==> src/rtl/ea_pkg.sv <==
package ea_pkg;
    localparam int INSTR_W = 32;
    localparam int XSEL_W  = 3;

    typedef enum logic [1:0] {
        SZ_BYTE = 2'd0,
        SZ_HALF = 2'd1,
        SZ_WORD = 2'd2,
        SZ_DBL  = 2'd3
    } opsize_e;
endpackage

==> src/rtl/ea_field_split.sv <==
module ea_field_split
    import ea_pkg::*;
#(
    parameter int WORD_AW = 17
) (
    input  logic [INSTR_W-1:0] instr,
    output logic               ind,
    output logic [XSEL_W-1:0]  xsel,
    output logic [WORD_AW-1:0] refw
);
    logic unused_fields;

    assign ind  = instr[INSTR_W-1];
    assign xsel = instr[WORD_AW +: XSEL_W];
    assign refw = instr[WORD_AW-1:0];
    // opcode and register fields are decoded elsewhere
    assign unused_fields = ^instr[INSTR_W-2:WORD_AW+XSEL_W];
endmodule

==> src/rtl/ea_scale_add.sv <==
module ea_scale_add #(
    parameter int WORD_AW = 17,
    parameter int XV_W    = 32
) (
    input  logic [WORD_AW-1:0] base_word,
    input  logic [XV_W-1:0]    xval,
    input  logic               use_idx,
    input  logic [1:0]         size,
    output logic [WORD_AW+1:0] ea
);
    localparam int BAW = WORD_AW + 2;
    localparam int XW3 = XV_W + 3;

    logic [BAW-1:0] scaled [4];
    logic [BAW-1:0] amask  [4];
    logic [BAW-1:0] disp;
    logic [BAW-1:0] sum;

    for (genvar s = 0; s < 4; s++) begin : g_size
        logic [XW3-1:0] wide;
        assign wide      = XW3'(xval) << s;
        assign scaled[s] = wide[BAW-1:0];
        assign amask[s]  = ~(BAW'((32'd1 << s) - 32'd1));
    end

    always_comb begin
        disp = use_idx ? scaled[size] : '0;
        sum  = {base_word, 2'b00} + disp;
        ea   = sum & amask[size];
    end
endmodule

==> src/rtl/ea_reg_detect.sv <==
module ea_reg_detect #(
    parameter int WORD_AW  = 17,
    parameter int REG_SPAN = 16
) (
    input  logic [WORD_AW-1:0]          word_addr,
    output logic                        reg_ref,
    output logic [$clog2(REG_SPAN)-1:0] reg_num
);
    localparam int RN_W = $clog2(REG_SPAN);

    assign reg_ref = word_addr < WORD_AW'(REG_SPAN);
    assign reg_num = word_addr[RN_W-1:0];
endmodule

==> src/rtl/ea_gen.sv <==
module ea_gen
    import ea_pkg::*;
#(
    parameter int WORD_AW  = 17,
    parameter int XV_W     = 32,
    parameter int REG_SPAN = 16
) (
    input  logic                        clk,
    input  logic                        rst_n,
    input  logic                        in_valid,
    output logic                        in_ready,
    input  logic [INSTR_W-1:0]          in_instr,
    input  logic [1:0]                  in_size,
    input  logic                        in_no_ind,
    input  logic [XV_W-1:0]             in_xval,
    output logic                        ind_req_valid,
    output logic [WORD_AW-1:0]          ind_req_addr,
    input  logic                        ind_rsp_valid,
    input  logic [INSTR_W-1:0]          ind_rsp_data,
    output logic                        out_valid,
    output logic [WORD_AW+1:0]          out_ea,
    output logic                        out_reg_ref,
    output logic [$clog2(REG_SPAN)-1:0] out_reg_num,
    output logic                        out_illegal
);
    localparam int BAW = WORD_AW + 2;

    typedef struct packed {
        logic               wait_ind;
        opsize_e            size;
        logic               use_idx;
        logic [XV_W-1:0]    xval;
        logic [WORD_AW-1:0] ptr;
        logic               ov;
        logic [BAW-1:0]     ea;
        logic               ill;
    } st_t;

    st_t st_d, st_q;

    logic               f_ind;
    logic [XSEL_W-1:0]  f_xsel;
    logic [WORD_AW-1:0] f_ref;
    logic               accept, take_rsp;
    logic [WORD_AW-1:0] sa_base;
    logic [XV_W-1:0]    sa_xval;
    logic               sa_use;
    logic [1:0]         sa_size;
    logic [BAW-1:0]     sa_ea;
    logic               unused_rsp_hi;

    ea_field_split #(.WORD_AW(WORD_AW)) u_split (
        .instr (in_instr),
        .ind   (f_ind),
        .xsel  (f_xsel),
        .refw  (f_ref)
    );

    ea_scale_add #(.WORD_AW(WORD_AW), .XV_W(XV_W)) u_add (
        .base_word (sa_base),
        .xval      (sa_xval),
        .use_idx   (sa_use),
        .size      (sa_size),
        .ea        (sa_ea)
    );

    ea_reg_detect #(.WORD_AW(WORD_AW), .REG_SPAN(REG_SPAN)) u_reg (
        .word_addr (st_q.ea[BAW-1:2]),
        .reg_ref   (out_reg_ref),
        .reg_num   (out_reg_num)
    );

    assign unused_rsp_hi = ^ind_rsp_data[INSTR_W-1:WORD_AW];

    assign in_ready      = !st_q.wait_ind;
    assign accept        = in_valid && in_ready;
    assign take_rsp      = st_q.wait_ind && ind_rsp_valid;
    assign ind_req_valid = st_q.wait_ind;
    assign ind_req_addr  = st_q.ptr;
    assign out_valid     = st_q.ov;
    assign out_ea        = st_q.ea;
    assign out_illegal   = st_q.ill;

    always_comb begin
        // adder source: the fetched pointer while waiting, else the instruction
        if (st_q.wait_ind) begin
            sa_base = ind_rsp_data[WORD_AW-1:0];
            sa_xval = st_q.xval;
            sa_use  = st_q.use_idx;
            sa_size = st_q.size;
        end else begin
            sa_base = f_ref;
            sa_xval = in_xval;
            sa_use  = (f_xsel != '0);
            sa_size = in_size;
        end

        st_d    = st_q;
        st_d.ov = 1'b0;
        if (accept) begin
            if (f_ind && !in_no_ind) begin
                st_d.wait_ind = 1'b1;
                st_d.ptr      = f_ref;
                st_d.size     = opsize_e'(in_size);
                st_d.xval     = in_xval;
                st_d.use_idx  = (f_xsel != '0);
            end else begin
                st_d.ov  = 1'b1;
                st_d.ea  = sa_ea;
                st_d.ill = f_ind && in_no_ind;
            end
        end
        if (take_rsp) begin
            st_d.wait_ind = 1'b0;
            st_d.ov       = 1'b1;
            st_d.ea       = sa_ea;
            st_d.ill      = 1'b0;
        end
    end

    always_ff @(posedge clk) begin
        if (!rst_n) st_q <= '0;
        else        st_q <= st_d;
    end

    // without index the word part equals the reference address
    a_r2_no_index: assert property (@(posedge clk) disable iff (!rst_n)
        (in_valid && in_ready && !in_instr[INSTR_W-1] &&
         in_instr[WORD_AW +: XSEL_W] == '0)
        |=> out_ea[BAW-1:3] == $past(in_instr[WORD_AW-1:1]));

    // indirect request goes out at the reference word, no result yet
    a_r6_fetch: assert property (@(posedge clk) disable iff (!rst_n)
        (in_valid && in_ready && in_instr[INSTR_W-1] && !in_no_ind)
        |=> ind_req_valid && !out_valid &&
            ind_req_addr == $past(in_instr[WORD_AW-1:0]));

    // response ends the wait and yields the result next cycle
    a_r6_one_level: assert property (@(posedge clk) disable iff (!rst_n)
        (ind_req_valid && ind_rsp_valid) |=> out_valid && !ind_req_valid);

    // forbidden indirection flagged with no fetch
    a_r8_illegal: assert property (@(posedge clk) disable iff (!rst_n)
        (in_valid && in_ready && in_instr[INSTR_W-1] && in_no_ind)
        |=> out_valid && out_illegal && !ind_req_valid);

    // direct instruction result one cycle after acceptance
    a_r9_direct: assert property (@(posedge clk) disable iff (!rst_n)
        (in_valid && in_ready && !in_instr[INSTR_W-1])
        |=> out_valid && !out_illegal);

    // outstanding request is held steady
    a_r10_req_hold: assert property (@(posedge clk) disable iff (!rst_n)
        (ind_req_valid && !ind_rsp_valid)
        |=> ind_req_valid && $stable(ind_req_addr) && !in_ready);
endmodule

==> config.mk <==
export PLATFORM = sky130hd
export DESIGN_NAME = ea_gen
export DESIGN_NICKNAME = d
export VERILOG_FILES = /design/src/rtl/ea_pkg.sv /design/src/rtl/ea_field_split.sv /design/src/rtl/ea_scale_add.sv /design/src/rtl/ea_reg_detect.sv /design/src/rtl/ea_gen.sv
export SDC_FILE = /design/constraint.sdc
export NUM_CORES = 1
export LEC_CHECK = 0
export BUFFER_PORTS_ARGS = -buffer_cell sky130_fd_sc_hd__clkbuf_2
export CAP_MARGIN = 25
export CORE_UTILIZATION = 45
export CTS_BUF_LIST = sky130_fd_sc_hd__clkbuf_4
export CTS_CLUSTER_DIAMETER = 30
export CTS_CLUSTER_SIZE = 10
export DETAILED_ROUTE_END_ITERATION = 10
export GPL_ROUTABILITY_DRIVEN = 0
export PLACE_DENSITY = 0.73
export RECOVER_POWER = 50
export SLEW_MARGIN = 30
export SYNTH_ARGS = -nofsm -noshare
export SYNTH_HDL_FRONTEND = slang
export SYNTH_SLANG_ARGS = --single-unit
==> constraint.sdc <==
create_clock -name clk -period 10 [get_ports clk]
set_input_delay 2 -clock clk [delete_from_list [all_inputs] [get_ports clk]]
set_output_delay 2 -clock clk [all_outputs]
set_load 0.05 [all_outputs]
==> results.cfg, run 1 <==
[global_route]
top_usage_layer = met2
grt_overflow_total = 0
grt_util_met3 = 0.04397
antenna_found_initial = 0
track_usage = 0.2232
grt_pass1_vias = 3677
globalRouteMet2Util = 0.3744
first_pass_grt_wire_length_um = 17370
grtUsageMet1 = 0.2788
grt_max_degree = 61

[power]
power_density_nw_per_um2 = 160.1
seq_power_share = 0.370
clock_power_share = 0.241
cell_internal_pwr_mw = 0.4336
net-switching-power_mw = 0.3034
power.ir.vdd_worst_uv = 68.07
combinationalPowerShare = 0.389
power.leakage_nw = 1.804
power_switching_share = 0.4117

[sta]
period_minus_slack_ns = 5.043
achievable-frequency_mhz = 198.3
maxSlewViolCount = 56
post-route-worst-setup-slack_ns = 4.957
fin_hold_ws_ns = 0.4612
skew_ns = 0.01598
final.setup.tns_ns = 0
tightest_slew_ns = 1.910
rsz_0062_raised_after_global_routing = no
timing.final.crit_share = 0.5043
maxSlewHeadroom = -0.2804
hold_viol_final = 0
setup_viol = 0

[clocking]
cts_tree = done
postCtsResizedCells = 0
clock_sink_count = 61
clk_root_buffer_cell = clkbuf_4
worst_skew_pair.late_latency_ns = 0.43
numCtsBuffers = 9
cts_hold_buffers = 0
postCtsSetupRepairBufs = 0
cts-root-to-sink-buffers = 2
path_clk_slew_ns = 0.12
maximum_level_of_the_cts_h_tree = 3

[floorplan]
ioPinCount = 148
die_x_um = 98.89
core_region_area_um2 = 8891
start_util = 0.4751
die_area_um2 = 9778
die_y_um = 98.89
rows = 34

[synth]
total_of_warnings_raised_by_yosys = 0
post-synth-top-count-cell = nand2_1
synth_cells = 561
avgSynthCellArea_um2 = 7.530
mappedNetlistArea_um2 = 4224
synth.area.top_cells = dfxtp_1, nand2_1, a21oi_1, buf_4, mux2_2
yosysTopAreaCellShare = 0.2891
synth_async_sr_flop_share = 0
synth.largest_area_cell = dfxtp_1
synth-main-ff-cell = dfxtp_1
synthesis.nets = 681
synth_commonest_cells = nand2_1, a21oi_1, dfxtp_1
synth-seq-area-share = 0.2891
synth_seq_cells = 61
number_of_synthesized_flops_with_an_enable_pin = 0
synth_cell_types = 46

[finish]
flow.area_growth_from_synthesis_pct = 9.005
drive_gt1_frac = 0.2000
num_antenna_cells = 0
fillers = 897
layout_cell_area_excl_fill_um2 = 4604
layout.core_utilization = 0.5179
fin_nets = 730

[run_status]
outcome = finished, violations left
violated_checks = capacitance limit, slew limit

[placement]
hpwlAfterDp_um = 8129
post-place-ws_ns = 4.517
postPlaceCellArea_um2 = 4506
portBuffers = 108

[setup_path]
critPathLaunchType = input port
worstPathMaxFanout = 35
worst_path_max_delay_cell = clkbuf_2
cpPeakStageDelay_ns = 0.50
crit_path_leading_delay_family = compound AO/OA/AOI/OAI gates
timing.reg2reg.setup_slack_ns = 6.12
criticalPathCategory = input port to register
setup.worst_path.end_class = register
worst-endpoint-arrival_ns = 5.43
critical_path_buf_inv_count = 1
crit_required_ns = 10.39
critical_path.cell_chain = clkbuf_2 > mux2i_1 > nor2_1 > a21oi_1 > nor2_1 > a21oi_1 > nor2_1 > ha_1 > fa_1 > a211oi_1 > o21a_1 > o21a_1 > a21oi_1 > or4_1 > nand3_1

[drt]
drt_drc_violations_left = 0
viasPerCell = 5.539
vias = 4005
postRouteWirelength_um = 10850
detail-route-antenna-nets = 0
dr.first_iter.drc_count = 144
wl_per_cell_um = 15.00
dr_pass1_iterations = 4

[job]
cap_violations = 1

[worst_hold_path]
hold_path_class = register to register
-- worst register-to-register path, cell delays in order (launching register included) --
cell and delay [ns]:
dfxtp_2 0.33, buf_4 0.32, or4_1 0.62, o21ai_2 0.32, nor2_1 0.12, ha_1 0.25
fa_1 0.44, a211oi_1 0.42, o21a_1 0.23, o21a_1 0.19, a21oi_1 0.10, or4_1 0.40
nand3_1 0.09
-- logic make-up after synthesis --
family                     Yosys count  synth area share
xor gates and xnor gates             8           0.01659
buffers and inverters               78            0.1057
DFF                                 61            0.2891
AOI/OAI and AO/OA                  160            0.2272
and+or+nand+nor                    193            0.1964
adders and majority gates           17           0.05213
muxes                               44            0.1129
-- worst paths after layout --
kind,startpoint,endpoint,cells past startpoint
setup / recovery,in_size[0],out_ea[18],15
hold / removal,ind_req_addr[16],ind_req_addr[16],2
setup reg to reg,ind_req_valid,out_ea[18],12
hold reg to reg,ind_req_addr[16],ind_req_addr[16],2
-- layout by cell type (no fill, tap or decap), types with 3 or more instances in the layout --
cell type | synthesis | routed
dfxtp_1 | 61 | 59
nor2_1 | 23 | 22
nor4_1 | 3 | 3
nand2_1 | 121 | 121
clkinvlp_4 | 0 | 3
o21a_1 | 5 | 5
o21ai_0 | 9 | 9
mux2i_1 | 20 | 20
a21oi_1 | 90 | 90
clkbuf_4 | 0 | 9
clkbuf_1 | 29 | 35
a211o_1 | 3 | 3
nor2b_1 | 17 | 17
o211ai_1 | 5 | 5
buf_4 | 40 | 4
a21o_1 | 10 | 10
a211oi_1 | 23 | 23
nor3_1 | 8 | 8
mux2_2 | 22 | 22
xnor2_1 | 7 | 7
clkbuf_2 | 0 | 74
ha_1 | 16 | 16
nand3_1 | 11 | 11
a31oi_1 | 3 | 3
or4_1 | 3 | 3
-- flip-flops by register name, indices dropped and copies added (netlist names) --
| name | flops |
|---|---|
| ind_req_addr | 17 |
| ind_req_valid | 1 |
| out_ea | 19 |
| out_illegal | 1 |
| out_valid | 1 |
| st_q | 22 |
-- per-stage QoR --
| step | total power, mW | instances |
|---|---|---|
| 2_1_floorplan | 0.5140 | 561 |
| 3_3_place_gp | 0.5616 | 707 |
| 3_5_place_dp | 0.5660 | 707 |
| 4_1_cts | 0.7443 | 723 |
| 5_1_grt | 0.7815 | 723 |
| 6_report | 0.7371 | 723 |
-- metal layers --
metal,part of all wire,vias up
li1,-,2032
met1,0.46,1829
met4,0.027,0
met2,0.46,122
met3,0.056,22
met5,0,-
-- power groups by stage --
stage / combinational, mW / clock (mW) / sequential, mW
floorplan: 0.237 / 0 / 0.277
global placement: 0.284 / 0 / 0.278
detailed placement: 0.287 / 0 / 0.279
CTS: 0.289 / 0.182 / 0.273
global route: 0.313 / 0.193 / 0.275
finish: 0.287 / 0.178 / 0.273
-- final cells by class --
| type | count | area, µm² | area share |
|---|---|---|---|
| inverter | 3 | 12.51 | 0.002717 |
| clock inverter | 7 | 75.07 | 0.01630 |
| tap | 108 | 135.1 | 0.02935 |
| sequential | 61 | 1224 | 0.2658 |
| clock buffer | 9 | 67.56 | 0.01467 |
| timing repair buffer | 113 | 531.8 | 0.1155 |
| multi-input combinational | 422 | 2559 | 0.5557 |
Note: power is estimated with default switching activity, not from simulation.
==> run 2, diff against run 1 <==
clock period = 4.7 ns   (was 10 ns; I/O delays follow)
==> results.cfg, run 2 (synthesis gave the netlist of run 1 again) <==
[power]
power.ir.vdd_worst_uv = 170.1
power_switching_share = 0.4130
power_density_nw_per_um2 = 339.9
cell_internal_pwr_mw = 0.9266
finalPower_mw = 1.578
combinationalPowerShare = 0.389
seq_power_share = 0.368
power.leakage_nw = 1.847
clock_power_share = 0.242
net-switching-power_mw = 0.6519

[sta]
achievable-frequency_mhz = 246.8
maxSlewHeadroom = 0.1872
setup_viol = 0
skew_ns = 0.009972
maxSlewViolCount = 0
tightest_slew_ns = 1.215
period_minus_slack_ns = 4.052
rsz_0062_raised_after_global_routing = no
hold_viol_final = 0
timing.final.crit_share = 0.8621
final.setup.tns_ns = 0

[placement]
hpwlAfterDp_um = 8300
portBuffers = 108

[global_route]
grt_overflow_total = 0
grt_pass1_vias = 3803
first_pass_grt_wire_length_um = 17860
track_usage = 0.2325
grt_max_degree = 56
antenna_found_initial = 0

[drt]
postRouteWirelength_um = 10930
wl_per_cell_um = 15.02
detail-route-antenna-nets = 0
dr.first_iter.drc_count = 179
vias = 4055
drt_drc_violations_left = 0
viasPerCell = 5.570
dr_pass1_iterations = 5

[worst_hold_path]
timing.hold.worst_path_depth = 2
hold_path_class = register to register
holdPathEnd = ind_req_addr[0]
holdCritStartpoint = ind_req_addr[0]

[floorplan]
core_region_area_um2 = 8891
die_area_um2 = 9778
die_y_um = 98.89
die_x_um = 98.89
ioPinCount = 148
rows = 34
start_util = 0.4751

[finish]
flow.area_growth_from_synthesis_pct = 9.953
largest_reg_flops = 22
drive_gt1_frac = 0.2048
top_register = st_q
commonest_cells_after_routing_fill_and_taps_aside = nand2_1, a21oi_1, clkbuf_2
num_antenna_cells = 0
fin_nets = 735
layout_commonest_cell = nand2_1

[clocking]
cts_tree = done
worst_skew_pair.late_latency_ns = 0.43
postCtsResizedCells = 0
path_clk_slew_ns = 0.11
clk_root_buffer_cell = clkbuf_4
clock_sink_count = 61
numCtsBuffers = 9
maximum_level_of_the_cts_h_tree = 3
postCtsSetupRepairBufs = 0
cts-root-to-sink-buffers = 2
cts_hold_buffers = 0

[setup_path]
regToRegEndpoint = out_ea[18]
critPathLaunchType = register
worstPathMaxFanout = 21
timing.reg2reg.setup_slack_ns = 0.65
worst-endpoint-arrival_ns = 4.43
setup.worst_path.end_class = register
crit_required_ns = 5.08
timing.reg2reg.worst_path_depth = 12
reg2reg_from = ind_req_valid
criticalPathCategory = register to register

[run_status]
outcome = completed

[job]
cap_violations = 0
==> run 2: cell types whose count changed in the layout (fill, tap and decap cells not counted), sizes merged <==
cell,change
buf,+6
clkbuf,-1
clkinv,+3
clkinvlp,-2
inv,-1
==> run 2: how the worst max path moves through the flow <==
stage,startpoint,end,slack [ns],depth (start not counted)
after floorplan,in_instr[18],out_ea[18],0.70,13
after global placement,in_size[0],out_ea[18],0.75,14
after detailed placement,in_size[0],out_ea[18],0.66,14
after CTS,ind_req_valid,out_ea[18],0.96,13
after global routing,ind_req_valid,out_ea[18],0.39,12
final,ind_req_valid,out_ea[18],0.65,12
==> run 2: area by class of cell <==
cell class | instances | area [µm²]
Clock buffer | 9 | 67.56
Clock inverter | 7 | 76.32
Fill cell | 919 | 4247
Inverter | 3 | 12.51
Multi-Input combinational cell | 422 | 2556
Sequential cell | 61 | 1221
Tap cell | 108 | 135.1
Timing Repair Buffer | 118 | 575.6
==> run 2: power groups by stage <==
stage / clock [mW] / combinational (mW) / sequential [mW]
2_1_floorplan: 0 / 0.504 / 0.590
3_3_place_gp: 0 / 0.605 / 0.593
3_5_place_dp: 0 / 0.615 / 0.594
4_1_cts: 0.392 / 0.618 / 0.582
5_1_grt: 0.410 / 0.673 / 0.587
6_report: 0.382 / 0.615 / 0.581
==> run 2: per-layer routing <==
metal	vias to the layer above	GRT usage	routed length, µm
li1	2042	-	-
met1	1837	0.2898	4903
met2	152	0.3841	5033
met3	24	0.04752	731
met4	0	0.1091	266
met5	-	0	0
==> run 2: worst max-delay path, stage by stage (launching register included) <==
cell and delay, ns:
dfxtp_1 0.91, mux2_1 0.64, nor2_1 0.11, a21oi_1 0.14, nor2_1 0.06, ha_1 0.22
fa_1 0.44, a211oi_1 0.44, o21a_1 0.23, o21a_1 0.19, a21oi_1 0.11, or4_1 0.41
nand3_1 0.10
==> run 2: stage by stage <==
stage / hold slack, ns / instance area, µm² / utilization / setup slack, ns / std cells
6_report: 0.4609 / 4644 / 0.5224 / 0.6482 / 728
5_1_grt: 0.4833 / 4644 / 0.5224 / 0.3873 / 728
4_1_cts: 0.4631 / 4687 / 0.5272 / 0.9633 / 728
3_5_place_dp: 0.4465 / 4543 / 0.5110 / 0.6559 / 712
3_3_place_gp: 0.4406 / 4543 / 0.5110 / 0.7462 / 712
2_1_floorplan: 0.4323 / 4224 / - / 0.6994 / 561
==> run 3, diff against run 2 <==
--- a/config.mk
+++ b/config.mk
@@ -6,4 +6,5 @@
 export NUM_CORES = 1
 export LEC_CHECK = 0
+export ABC_AREA = 1
 export BUFFER_PORTS_ARGS = -buffer_cell sky130_fd_sc_hd__clkbuf_2
 export CAP_MARGIN = 25
@@ -14,5 +15,5 @@
 export DETAILED_ROUTE_END_ITERATION = 10
 export GPL_ROUTABILITY_DRIVEN = 0
-export PLACE_DENSITY = 0.73
+export PLACE_DENSITY = 0.72
 export RECOVER_POWER = 50
 export SLEW_MARGIN = 30
==> constraint.sdc (replaced) <==
create_clock -name clk -period 4.7 [get_ports clk]
set_input_delay 0.235 -clock clk [delete_from_list [all_inputs] [get_ports clk]]
set_output_delay 0.235 -clock clk [all_outputs]
set_load 0.05 [all_outputs]
==> results.cfg, run 3 <==
[finish]
commonest_cells_after_routing_fill_and_taps_aside = nand2_1, nor2_1, o21ai_0
fin_nets = 882
fillers = 1022
layout_commonest_cell = nand2_1
largest_reg_flops = 22
flow.area_growth_from_synthesis_pct = 7.272
num_antenna_cells = 0
top_register = st_q
drive_gt1_frac = 0.1252
layout_cell_area_excl_fill_um2 = 4762
layout.core_utilization = 0.5058

[clocking]
cts_tree = done
worst_skew_pair.late_latency_ns = 0.40
cts-root-to-sink-buffers = 2
postCtsSetupRepairBufs = 0
postCtsResizedCells = 0
path_clk_slew_ns = 0.10
maximum_level_of_the_cts_h_tree = 3
numCtsBuffers = 9
cts_hold_buffers = 0
clk_root_buffer_cell = clkbuf_4
clock_sink_count = 61

[synth]
synth-seq-area-share = 0.2751
avgSynthCellArea_um2 = 6.209
mappedNetlistArea_um2 = 4439
synth_async_sr_flop_share = 0
total_of_warnings_raised_by_yosys = 0
number_of_synthesized_flops_with_an_enable_pin = 0
synthesis.nets = 835
synth_cells = 715
yosysTopAreaCellShare = 0.2751
synth_cell_types = 40
synth.area.top_cells = dfxtp_1, nand2_1, nor2_1, o21ai_0, buf_4
synth_seq_cells = 61
synth.largest_area_cell = dfxtp_1
synth-main-ff-cell = dfxtp_1
synth_commonest_cells = nand2_1, nor2_1, o21ai_0
post-synth-top-count-cell = nand2_1

[job]
cap_violations = 2

[power]
seq_power_share = 0.341
net-switching-power_mw = 0.6850
power_switching_share = 0.4005
finalPower_mw = 1.710
power.leakage_nw = 2.495
power_density_nw_per_um2 = 359.1
power.ir.vdd_worst_uv = 155.8
combinationalPowerShare = 0.390
cell_internal_pwr_mw = 1.025
clock_power_share = 0.270

[sta]
tightest_slew_ns = 1.906
hold_viol_final = 0
maxSlewViolCount = 95
skew_ns = 0.005209
fin_hold_ws_ns = 0.07235
period_minus_slack_ns = 3.645
setup_viol = 0
maxSlewHeadroom = -0.2709
achievable-frequency_mhz = 274.4
timing.final.crit_share = 0.7755
rsz_0062_raised_after_global_routing = no
final.setup.tns_ns = 0

[floorplan]
start_util = 0.4715
core_region_area_um2 = 9415
die_area_um2 = 10270
die_y_um = 101.3
rows = 35
die_x_um = 101.3
ioPinCount = 148

[drt]
detail-route-antenna-nets = 0
wl_per_cell_um = 12.33
dr_pass1_iterations = 4
vias = 4494
postRouteWirelength_um = 11050
viasPerCell = 5.016
drt_drc_violations_left = 0
dr.first_iter.drc_count = 215

[global_route]
globalRouteMet2Util = 0.4045
grt_overflow_total = 0
grtUsageMet1 = 0.2741
antenna_found_initial = 0
grt_util_met3 = 0.06280
grt_max_degree = 51
track_usage = 0.2308
first_pass_grt_wire_length_um = 18740
top_usage_layer = met2
grt_pass1_vias = 4242

[run_status]
violated_checks = capacitance limit, slew limit
outcome = finished, violations left

[setup_path]
critPathLaunchType = register
crit_required_ns = 4.95
worstPathMaxFanout = 43
criticalPathCategory = register to register
setup.worst_path.end_class = register
worst-endpoint-arrival_ns = 3.89

[placement]
hpwlAfterDp_um = 8235
postPlaceCellArea_um2 = 4644
portBuffers = 108

[worst_hold_path]
hold_path_class = input port to register
run 3: power groups by stage:
| stage | registers [mW] | logic (mW) | clock network, mW |
|---|---|---|---|
| after floorplan | 0.592 | 0.565 | 0 |
| after global placement | 0.593 | 0.658 | 0 |
| after detailed placement | 0.595 | 0.668 | 0 |
| after CTS | 0.583 | 0.670 | 0.472 |
| after global routing | 0.587 | 0.750 | 0.497 |
| final | 0.582 | 0.666 | 0.462 |
run 3: path summary, 6_finish.rpt:
| check | startpoint | to | slack, ns | cells past startpoint |
|---|---|---|---|---|
| worst max register to register | ind_req_valid | st_q[70] | 1.06 | 7 |
| worst min register to register | out_ea[1] | out_ea[1] | 0.49 | 2 |
| worst min-delay path | in_instr[5] | ind_req_addr[5] | 0.07 | 3 |
| worst max-delay path | ind_req_valid | st_q[70] | 1.06 | 7 |
run 3: worst max-delay path: stages, from the launching register on:
cell and delay [ns]:
dfxtp_1 0.36, inv_6 0.26, nand2_4 0.10, nor2_4 0.11, clkbuf_1 1.12, inv_1 1.02
o21ai_0 0.39, a21oi_1 0.07
run 3: cell families (layout without fill, tap and decap cells):
family | Yosys count | count (layout) | synth area share
XOR/XNOR | 6 | 6 | 0.01184
adder cells (fa/ha/maj) | 17 | 17 | 0.04961
AO/OA/AOI/OAI | 140 | 140 | 0.1728
buffers and inverters | 140 | 192 | 0.1722
AND/OR/NAND/NOR | 350 | 350 | 0.3162
multiplexers | 1 | 1 | 0.002255
flip-flops | 61 | 61 | 0.2751
run 3: area by class of cell:
| cell class | count | area, µm² | share of cell area |
|---|---|---|---|
| clock inverters | 6 | 101.3 | 0.02128 |
| inverters | 66 | 252.7 | 0.05307 |
| clock buffers | 10 | 75.07 | 0.01576 |
| repair buffers | 110 | 496.7 | 0.1043 |
| multi-input cells | 514 | 2454 | 0.5152 |
| flip-flops and latches | 61 | 1221 | 0.2564 |
| well taps | 129 | 161.4 | 0.03389 |
run 3: stage by stage:
stage                     cells  setup slack (ns)
after floorplan             715             1.785
after global placement      880             1.306
after detailed placement    880             1.211
after CTS                   896             1.164
after global routing        896            0.5623
final                       896             1.055
run 3: metal layers:
layer | part of all wire | vias up
li1 | - | 2321
met1 | 0.44 | 1992
met2 | 0.48 | 163
met3 | 0.068 | 18
met4 | 0.017 | 0
met5 | 0 | -
